**src/rtl/beep_pkg.sv**
```systemverilog
package beep_pkg;
  localparam int unsigned F_LO     = 100;
  localparam int unsigned F_HI     = 5000;
  localparam int unsigned D_LO     = 1;
  localparam int unsigned D_HI     = 5000;
  localparam int unsigned UNITS_PS = 10_000_000;
  localparam int unsigned ON_CAP   = 200;

  typedef enum logic [2:0] {ST_IDLE, ST_DIV, ST_ON, ST_OFF, ST_SETTLE} beep_st_t;

  function automatic logic [15:0] clamp16(input logic [15:0] v, input logic [15:0] lo,
                                          input logic [15:0] hi);
    if (v < lo) return lo;
    if (v > hi) return hi;
    return v;
  endfunction

  // pulse width: one percent of the half-period, capped
  function automatic logic [15:0] on_units(input logic [15:0] half);
    logic [15:0] pct;
    pct = half / 16'd100;
    return (pct > 16'(ON_CAP)) ? 16'(ON_CAP) : pct;
  endfunction

  // selector step of four, reduced modulo three
  function automatic logic [1:0] sel_step(input logic [1:0] s);
    return (s == 2'd2) ? 2'd0 : s + 2'd1;
  endfunction

  function automatic logic [1:0] high_of(input logic [1:0] s);
    return (s == 2'd0) ? 2'd2 : s - 2'd1;
  endfunction
endpackage

```
**src/rtl/beep_divider.sv**
```systemverilog
module beep_divider #(
  parameter int NUM_W = 24,
  parameter int DEN_W = 16
) (
  input  logic             clk,
  input  logic             rst_n,
  input  logic             go,
  input  logic [NUM_W-1:0] num,
  input  logic [DEN_W-1:0] den,
  output logic             done,
  output logic [NUM_W-1:0] quot
);
  localparam int CW = $clog2(NUM_W + 1);

  logic [DEN_W-1:0] rem, den_q;
  logic [NUM_W-1:0] nsh;
  logic [CW-1:0]    cnt;
  logic             running;
  logic [DEN_W:0]   trial, diff;

  always_comb begin
    trial = {rem, nsh[NUM_W-1]};
    diff  = trial - {1'b0, den_q};
  end

  always_ff @(posedge clk) begin
    if (!rst_n) begin
      rem <= '0; den_q <= '0; nsh <= '0; quot <= '0;
      cnt <= '0; running <= 1'b0; done <= 1'b0;
    end else if (go) begin
      rem <= '0; den_q <= den; nsh <= num; quot <= '0;
      cnt <= CW'(NUM_W); running <= 1'b1; done <= 1'b0;
    end else if (running) begin
      if (trial >= {1'b0, den_q}) begin
        rem  <= diff[DEN_W-1:0];
        quot <= {quot[NUM_W-2:0], 1'b1};
      end else begin
        rem  <= trial[DEN_W-1:0];
        quot <= {quot[NUM_W-2:0], 1'b0};
      end
      nsh <= nsh << 1;
      cnt <= cnt - CW'(1);
      if (cnt == CW'(1)) begin
        running <= 1'b0;
        done    <= 1'b1;
      end
    end else begin
      done <= 1'b0;
    end
  end
endmodule

```
**src/rtl/beep_roles.sv**
```systemverilog
module beep_roles (
  input  logic       clk,
  input  logic       rst_n,
  input  logic       adv,
  output logic [1:0] hi_idx
);
  import beep_pkg::*;
  logic [1:0] sel;

  always_ff @(posedge clk) begin
    if (!rst_n)   sel <= 2'd0;
    else if (adv) sel <= sel_step(sel);
  end

  assign hi_idx = high_of(sel);
endmodule

```
**src/rtl/beep_gen.sv**
```systemverilog
module beep_gen #(
  parameter int UNITS_PER_MS = 10000,
  parameter int SETTLE_MS    = 10
) (
  input  logic        clk,
  input  logic        rst_n,
  input  logic        unit_tick,
  input  logic        start,
  input  logic        motor_run,
  input  logic [15:0] freq_hz,
  input  logic [15:0] dur_ms,
  output logic [2:0]  hs_on,
  output logic [2:0]  ls_on,
  output logic        busy
);
  import beep_pkg::*;

  localparam int TOTAL_W      = $clog2(D_HI * UNITS_PER_MS + 1);
  localparam int SETTLE_UNITS = SETTLE_MS * UNITS_PER_MS;
  localparam int SET_W        = $clog2(SETTLE_UNITS + 1);

  beep_st_t             state;
  logic [TOTAL_W-1:0]   dur_units, elapsed, elapsed_inc;
  logic [15:0]          on_r, off_r, seg_cnt, half_w, on_w;
  logic [SET_W-1:0]     set_cnt;
  logic [23:0]          quot;
  logic [31:0]          dur_prod;
  logic [1:0]           hi_idx;

  // named internal events
  logic accept, div_done, on_end, off_end, beep_stop, settle_end;

  assign accept      = start && !motor_run && (state == ST_IDLE);
  assign elapsed_inc = elapsed + TOTAL_W'(1);
  assign on_end      = (state == ST_ON)  && unit_tick && (seg_cnt == on_r - 16'd1);
  assign off_end     = (state == ST_OFF) && unit_tick && (seg_cnt == off_r - 16'd1);
  assign beep_stop   = off_end && (elapsed_inc >= dur_units);
  assign settle_end  = (state == ST_SETTLE) && unit_tick &&
                       (set_cnt == SET_W'(SETTLE_UNITS - 1));
  assign half_w      = 16'(quot >> 1);
  assign on_w        = on_units(half_w);
  assign dur_prod    = 32'(clamp16(dur_ms, 16'(D_LO), 16'(D_HI))) * 32'(UNITS_PER_MS);

  beep_divider #(.NUM_W(24), .DEN_W(16)) u_div (
    .clk   (clk),
    .rst_n (rst_n),
    .go    (accept),
    .num   (24'(UNITS_PS)),
    .den   (clamp16(freq_hz, 16'(F_LO), 16'(F_HI))),
    .done  (div_done),
    .quot  (quot)
  );

  beep_roles u_roles (
    .clk    (clk),
    .rst_n  (rst_n),
    .adv    (beep_stop),
    .hi_idx (hi_idx)
  );

  always_ff @(posedge clk) begin
    if (!rst_n) begin
      state <= ST_IDLE; dur_units <= '0; elapsed <= '0;
      on_r <= '0; off_r <= '0; seg_cnt <= '0; set_cnt <= '0;
    end else begin
      case (state)
        ST_IDLE: if (accept) begin
          dur_units <= TOTAL_W'(dur_prod);
          state     <= ST_DIV;
        end
        ST_DIV: if (div_done) begin
          on_r    <= on_w;
          off_r   <= half_w - on_w;
          elapsed <= '0;
          seg_cnt <= '0;
          state   <= ST_ON;
        end
        ST_ON: if (unit_tick) begin
          elapsed <= elapsed_inc;
          if (on_end) begin seg_cnt <= '0; state <= ST_OFF; end
          else seg_cnt <= seg_cnt + 16'd1;
        end
        ST_OFF: if (unit_tick) begin
          elapsed <= elapsed_inc;
          if (off_end) begin
            seg_cnt <= '0;
            set_cnt <= '0;
            state   <= beep_stop ? ST_SETTLE : ST_ON;
          end else seg_cnt <= seg_cnt + 16'd1;
        end
        ST_SETTLE: if (unit_tick) begin
          if (settle_end) state <= ST_IDLE;
          else set_cnt <= set_cnt + SET_W'(1);
        end
        default: state <= ST_IDLE;
      endcase
    end
  end

  assign busy = (state != ST_IDLE);

  always_comb begin
    for (int p = 0; p < 3; p++) begin
      hs_on[p] = 1'b0;
      ls_on[p] = 1'b0;
      case (state)
        ST_DIV, ST_OFF: ls_on[p] = 1'b1;
        ST_ON: begin
          hs_on[p] = (hi_idx == 2'(p));
          ls_on[p] = (hi_idx != 2'(p));
        end
        default: ;
      endcase
    end
  end
endmodule

```
**config.mk**
```make
export PLATFORM = sky130hd
export DESIGN_NAME = beep_gen
export DESIGN_NICKNAME = d
export VERILOG_FILES = /design/src/rtl/beep_pkg.sv /design/src/rtl/beep_divider.sv /design/src/rtl/beep_roles.sv /design/src/rtl/beep_gen.sv
export SDC_FILE = /design/constraint.sdc
export NUM_CORES = 1
export LEC_CHECK = 0
export ABC_AREA = 1
export BUFFER_PORTS_ARGS = -buffer_cell sky130_fd_sc_hd__buf_2
export CAP_MARGIN = 20
export CELL_PAD_IN_SITES_DETAIL_PLACEMENT = 0
export CELL_PAD_IN_SITES_GLOBAL_PLACEMENT = 1
export CORE_MARGIN = 2
export CORE_UTILIZATION = 35
export CTS_BUF_LIST = sky130_fd_sc_hd__clkbuf_16
export CTS_CLUSTER_DIAMETER = 120
export DETAILED_ROUTE_END_ITERATION = 12
export PLACE_DENSITY = 0.75
export SETUP_SLACK_MARGIN = 0.5
export SYNTH_ARGS = -nofsm -noshare
export SYNTH_HDL_FRONTEND = slang
export SYNTH_SLANG_ARGS = --single-unit
```
**constraint.sdc**
```tcl
create_clock -name clk -period 6.61 [get_ports clk]
set_input_delay 0.661 -clock clk [delete_from_list [all_inputs] [get_ports clk]]
set_output_delay 0.661 -clock clk [all_outputs]
set_load 0.05 [all_outputs]
```
==> impl_results.html <==
<table>
<tr><th>Metric</th><th>Value</th></tr>
<tr><th colspan="2">Clocking</th></tr>
<tr><td>Total clock buffers created by CTS</td><td>17</td></tr>
<tr><td>Clock latency of the later-clocked register in the worst-skew pair</td><td>0.45 ns</td></tr>
<tr><td>Clock tree from TritonCTS</td><td>yes</td></tr>
<tr><td>CTS Root Buffer Type</td><td>sky130_fd_sc_hd__clkbuf_16</td></tr>
<tr><td>H-tree levels</td><td>4</td></tr>
<tr><td>Clock transition time at the flip-flop clock pins of the worst setup and hold paths</td><td>0.08 ns</td></tr>
<tr><td>Number of clock sinks</td><td>185</td></tr>
<tr><td>Clock Path Buffers</td><td>2</td></tr>
<tr><td>Post-CTS Hold Buffers</td><td>0</td></tr>
<tr><th colspan="2">Global routing</th></tr>
<tr><td>Overflow left after global routing</td><td>0</td></tr>
<tr><td>Vias in the first global route</td><td>12600</td></tr>
<tr><td>Pin count of the biggest net entering global routing</td><td>73</td></tr>
<tr><td>GRT Total Usage</td><td>16.6%</td></tr>
<tr><td>First-pass GRT wire length</td><td>58300 µm</td></tr>
<tr><td>Antenna violations before repair</td><td>0</td></tr>
<tr><th colspan="2">Setup path</th></tr>
<tr><td>Slowest-stage cell, CP</td><td>sky130_fd_sc_hd__fa_2</td></tr>
<tr><td>Termination of the worst setup path</td><td>off_r[14]</td></tr>
<tr><td>Critical path data arrival time</td><td>6.88 ns</td></tr>
<tr><td>Required arrival time at the worst endpoint</td><td>6.96 ns</td></tr>
<tr><td>Critical path's largest stage delay</td><td>0.39 ns</td></tr>
<tr><td>Endpoint of the worst-slack reg-to-reg timing path</td><td>off_r[14]</td></tr>
<tr><td>Top cell by count, worst path</td><td>sky130_fd_sc_hd__nand2_4</td></tr>
<tr><td>Depth of the most critical reg-to-reg path</td><td>63</td></tr>
<tr><td>Flop-to-flop setup slack</td><td>0.07 ns</td></tr>
<tr><td>R2r startpoint</td><td>u_div.quot[13]</td></tr>
<tr><td>Startpoint class of the critical path</td><td>flop</td></tr>
<tr><td>CP Capture Type</td><td>flop</td></tr>
<tr><td>Crit Path Max Fanout</td><td>6</td></tr>
<tr><td>Launching element of the worst setup path</td><td>u_div.quot[13]</td></tr>
<tr><td>Worst Setup Path Type</td><td>reg -&gt; reg</td></tr>
<tr><th colspan="2">Logic synthesis</th></tr>
<tr><td>Adder and majority cell fraction of the synthesized area</td><td>15.2%</td></tr>
<tr><td>Cells after synthesis</td><td>2052</td></tr>
<tr><td>Main flop type after synthesis</td><td>sky130_fd_sc_hd__dfxtp_1</td></tr>
<tr><td>Synth Area in Simple Gates</td><td>28.2%</td></tr>
<tr><td>Share of the synthesized area in compound gates (AO/OA/AOI/OAI)</td><td>14.7%</td></tr>
<tr><td>Syn Std Cell Area</td><td>0.0143 mm²</td></tr>
<tr><td>Dominant combinational cell family by area after synthesis</td><td>simple AND/OR/NAND/NOR gates</td></tr>
<tr><td>Proportion of synthesized flip-flops having asynchronous set or reset</td><td>0%</td></tr>
<tr><td>Xor/xnor share of the synthesized area</td><td>5.04%</td></tr>
<tr><td>Count of yosys warnings during synthesis</td><td>0</td></tr>
<tr><td>Flip-flop and latch count after synthesis</td><td>185</td></tr>
<tr><td>Number of different library cells in the post-synthesis netlist</td><td>66</td></tr>
<tr><td>Multiplexer area fraction after synthesis</td><td>0%</td></tr>
<tr><td>Sequential share of the synthesized area</td><td>26.0%</td></tr>
<tr><td>Avg Inst Size Synth</td><td>6.95 µm²</td></tr>
<tr><td>Number of enable flip-flop cells after synthesis</td><td>0</td></tr>
<tr><th colspan="2">Die</th></tr>
<tr><td>Row cnt</td><td>73</td></tr>
<tr><td>Area enclosed by the die boundary</td><td>0.0424 mm²</td></tr>
<tr><td>I/O pin count</td><td>44</td></tr>
<tr><td>Overall die width</td><td>206 µm</td></tr>
<tr><td>Std-Cell Core Area</td><td>0.0400 mm²</td></tr>
<tr><td>Initial core utilization</td><td>35.7%</td></tr>
<tr><td>Die height</td><td>206 µm</td></tr>
<tr><th colspan="2">Timing</th></tr>
<tr><td>Peak Freq</td><td>153 MHz</td></tr>
<tr><td>Number of failing setup endpoints in the final timing report</td><td>0</td></tr>
<tr><td>Slew at the pin closest to its max-slew limit</td><td>1.00 ns</td></tr>
<tr><td>Worst clock skew</td><td>0.0154 ns</td></tr>
<tr><td>Setup Total Neg Slack</td><td>0 ns</td></tr>
<tr><td>Tcrit/Tclk final</td><td>98.9%</td></tr>
<tr><td>Count of final hold-check violations</td><td>0</td></tr>
<tr><td>Slew Limit Fails</td><td>0</td></tr>
<tr><td>Minimum clock period</td><td>6.54 ns</td></tr>
<tr><td>Headroom to the max-slew limit</td><td>33.1%</td></tr>
<tr><td>Unrepaired setup endpoints after global routing</td><td>true</td></tr>
<tr><th colspan="2">Routing</th></tr>
<tr><td>Router iterations before antenna repair</td><td>5</td></tr>
<tr><td>Residual DRC count</td><td>0</td></tr>
<tr><td>Total routed wirelength</td><td>34400 µm</td></tr>
<tr><td>Remaining number of nets flagged by the antenna check after routing</td><td>0</td></tr>
<tr><td>Wirelength per Cell</td><td>12.6 µm</td></tr>
<tr><td>Routed vias/inst</td><td>4.83</td></tr>
<tr><td>Vias</td><td>13100</td></tr>
<tr><td>DR iter-0 viols</td><td>653</td></tr>
<tr><th colspan="2">Final layout</th></tr>
<tr><td>Number of antenna cells inserted</td><td>0</td></tr>
<tr><td>Sequential cell area</td><td>0.00371 mm²</td></tr>
<tr><td>Net count of the finished layout</td><td>2369</td></tr>
<tr><td>Layout overhead on the synthesized area</td><td>21.4%</td></tr>
<tr><td>Total of fill cells in the finished design</td><td>4057</td></tr>
<tr><td>Layout cells sized above 1</td><td>19.6%</td></tr>
<tr><td>Area of the multi-input gates</td><td>0.00991 mm²</td></tr>
<tr><th colspan="2">Run status</th></tr>
<tr><td>Run status</td><td>completed</td></tr>
<tr><th colspan="2">Power and ir drop</th></tr>
<tr><td>Pwr dens</td><td>216 mW/mm²</td></tr>
<tr><td>PnR Total Power</td><td>3750 µW</td></tr>
<tr><td>Static power due to leakage</td><td>0.00797 µW</td></tr>
<tr><td>Highest ir drop seen on vdd</td><td>0.189 mV</td></tr>
<tr><th colspan="2">Placement</th></tr>
<tr><td>Number of buffers inserted by port buffering</td><td>43</td></tr>
<tr><td>Final RePlAce weighted congestion</td><td>0.853</td></tr>
<tr><td>Placed wire-length estimate</td><td>25200 µm</td></tr>
<tr><th colspan="2">Min path</th></tr>
<tr><td>Type of the most critical hold path</td><td>reg -&gt; reg</td></tr>
<tr><th colspan="2">Job</th></tr>
<tr><td>Count of max-cap constraint violations</td><td>0</td></tr>
</table>
-- Yosys cell counts, types with 12 or more instances --
| cell type | count | area (µm²) |
|---|---|---|
| sky130_fd_sc_hd__nand2_1 | 367 | 1380 |
| sky130_fd_sc_hd__inv_1 | 338 | 1270 |
| sky130_fd_sc_hd__nor2_1 | 220 | 826 |
| sky130_fd_sc_hd__dfxtp_1 | 185 | 3700 |
| sky130_fd_sc_hd__a21oi_1 | 158 | 791 |
| sky130_fd_sc_hd__ha_1 | 116 | 1450 |
| sky130_fd_sc_hd__o21ai_0 | 101 | 505 |
| sky130_fd_sc_hd__nand3_1 | 82 | 410 |
| sky130_fd_sc_hd__xor2_1 | 56 | 490 |
| sky130_fd_sc_hd__clkbuf_1 | 42 | 158 |
| sky130_fd_sc_hd__nor3_1 | 38 | 190 |
| sky130_fd_sc_hd__fa_1 | 36 | 721 |
| sky130_fd_sc_hd__nand2_2 | 31 | 194 |
| sky130_fd_sc_hd__nand4_1 | 31 | 194 |
| sky130_fd_sc_hd__xnor2_1 | 26 | 228 |
| sky130_fd_sc_hd__nand2_4 | 16 | 180 |
| sky130_fd_sc_hd__o22ai_1 | 16 | 100 |
| sky130_fd_sc_hd__inv_2 | 13 | 48.8 |
| sky130_fd_sc_hd__nor4_1 | 12 | 75.1 |
| sky130_fd_sc_hd__o211ai_1 | 12 | 90.1 |
| sky130_fd_sc_hd__or2_2 | 12 | 75.1 |
-- through the flow --
stage          utilization [%]  std cells  area, µm²  hold slack, ns  worst slack, ns
2_1_floorplan                -       2063      14400           0.422            0.486
3_3_place_gp              38.3       2620      15300           0.438          -0.0750
3_5_place_dp              38.3       2620      15300           0.440           -0.250
4_1_cts                   40.9       2683      16400           0.452            0.152
5_1_grt                   43.3       2718      17300           0.463           -0.441
6_report                  43.3       2718      17300           0.447           0.0714
-- logic make-up after synthesis --
| family | Yosys count |
|---|---|
| other | 2 |
| AO/OA/AOI/OAI | 365 |
| flip-flops | 185 |
| XOR/XNOR | 82 |
| AND/OR/NAND/NOR | 860 |
| buffers and inverters | 406 |
| adder cells (fa/ha/maj) | 152 |
-- worst min-delay path by stage --
stage | slack [ns] | endpoint | start | cells past startpoint
after floorplan | 0.42 | u_div.den_q[13] | u_div.den_q[13] | 2
after global placement | 0.44 | u_div.den_q[15] | u_div.den_q[15] | 2
after detailed placement | 0.44 | on_r[9] | on_r[9] | 2
after CTS | 0.45 | on_r[9] | on_r[9] | 2
after global routing | 0.46 | u_div.den_q[13] | u_div.den_q[13] | 2
final | 0.45 | u_div.den_q[14] | u_div.den_q[14] | 2
-- worst max-delay path, delay by kind of cell (launching register included) --
family	cells	cell delay, ns
buffers and inverters	4	0.24
adder cells (fa/ha/maj)	1	0.39
flip-flops	1	0.36
XOR/XNOR	1	0.13
AO/OA/AOI/OAI	4	0.40
AND/OR/NAND/NOR	53	4.88
-- sequential cells by signal, summed over array words and instances, names as in the netlist, 2 cells and up --
name / cells
u_div.den_q: 16
u_roles.sel: 2
off_r: 16
seg_cnt: 16
state: 3
u_div.rem: 16
on_r: 10
elapsed: 26
u_div.quot: 17
dur_units: 22
u_div.nsh: 17
set_cnt: 17
u_div.cnt: 5
-- layout make-up --
cell class,count,area share (%)
repair buffers,148,6.34
well taps,525,3.79
inverters,356,7.82
multi-input cells,1472,57.2
flip-flops and latches,185,21.5
clock inverters,15,0.918
clock buffers,17,2.46
-- timing repair --
| action | CTS | global route |
|---|---|---|
| setup endpoints to repair | 10 | 18 |
| hold endpoints to repair | 0 | 0 |
| cloned | 0 | 0 |
| resized for setup | 63 | 168 |
| buffers inserted | 31 | 33 |
| pin swaps | 49 | 115 |
-- power by group --
group          switching [µW]  total [µW]  leakage (µW)  internal (µW)
Clock                     498        1030      0.000288            536
Sequential               39.1        1230       0.00150           1190
Combinational             979        1480       0.00619            505
Total                    1520        3750       0.00797           2230
-- metal layers --
metal  track usage (%)  wire length (µm)  vias up  share of wire (%)
met2              27.7             15700      135                 46
met5                 0                 0        -                  0
met1              22.3             17100     6047                 50
met3              2.71              1030       30                3.0
met4              4.03               512        0                1.5
li1                  -                 -     6914                  -
-- cells in the final DEF, fill, tap and decap left out, drive strengths merged, types with 4 or more instances in the layout --
| cell type | instances |
|---|---|
| or2 | 12 |
| a32o | 5 |
| nand4 | 37 |
| o21ai | 113 |
| dfxtp | 185 |
| buf | 148 |
| a211oi | 5 |
| a21oi | 161 |
| xor2 | 56 |
| clkinv | 9 |
| o21bai | 7 |
| a221oi | 4 |
| o211ai | 12 |
| nand3b | 10 |
| ha | 116 |
| nand3 | 94 |
| inv | 359 |
| nor2 | 229 |
| and2 | 5 |
| nor4 | 12 |
| clkbuf | 17 |
| nor3 | 38 |
| a31oi | 8 |
| nand2 | 415 |
| o22ai | 16 |
| xnor2 | 26 |
| fa | 36 |
| o32ai | 10 |
| conb | 13 |
Note: power is estimated with default switching activity, not from simulation.
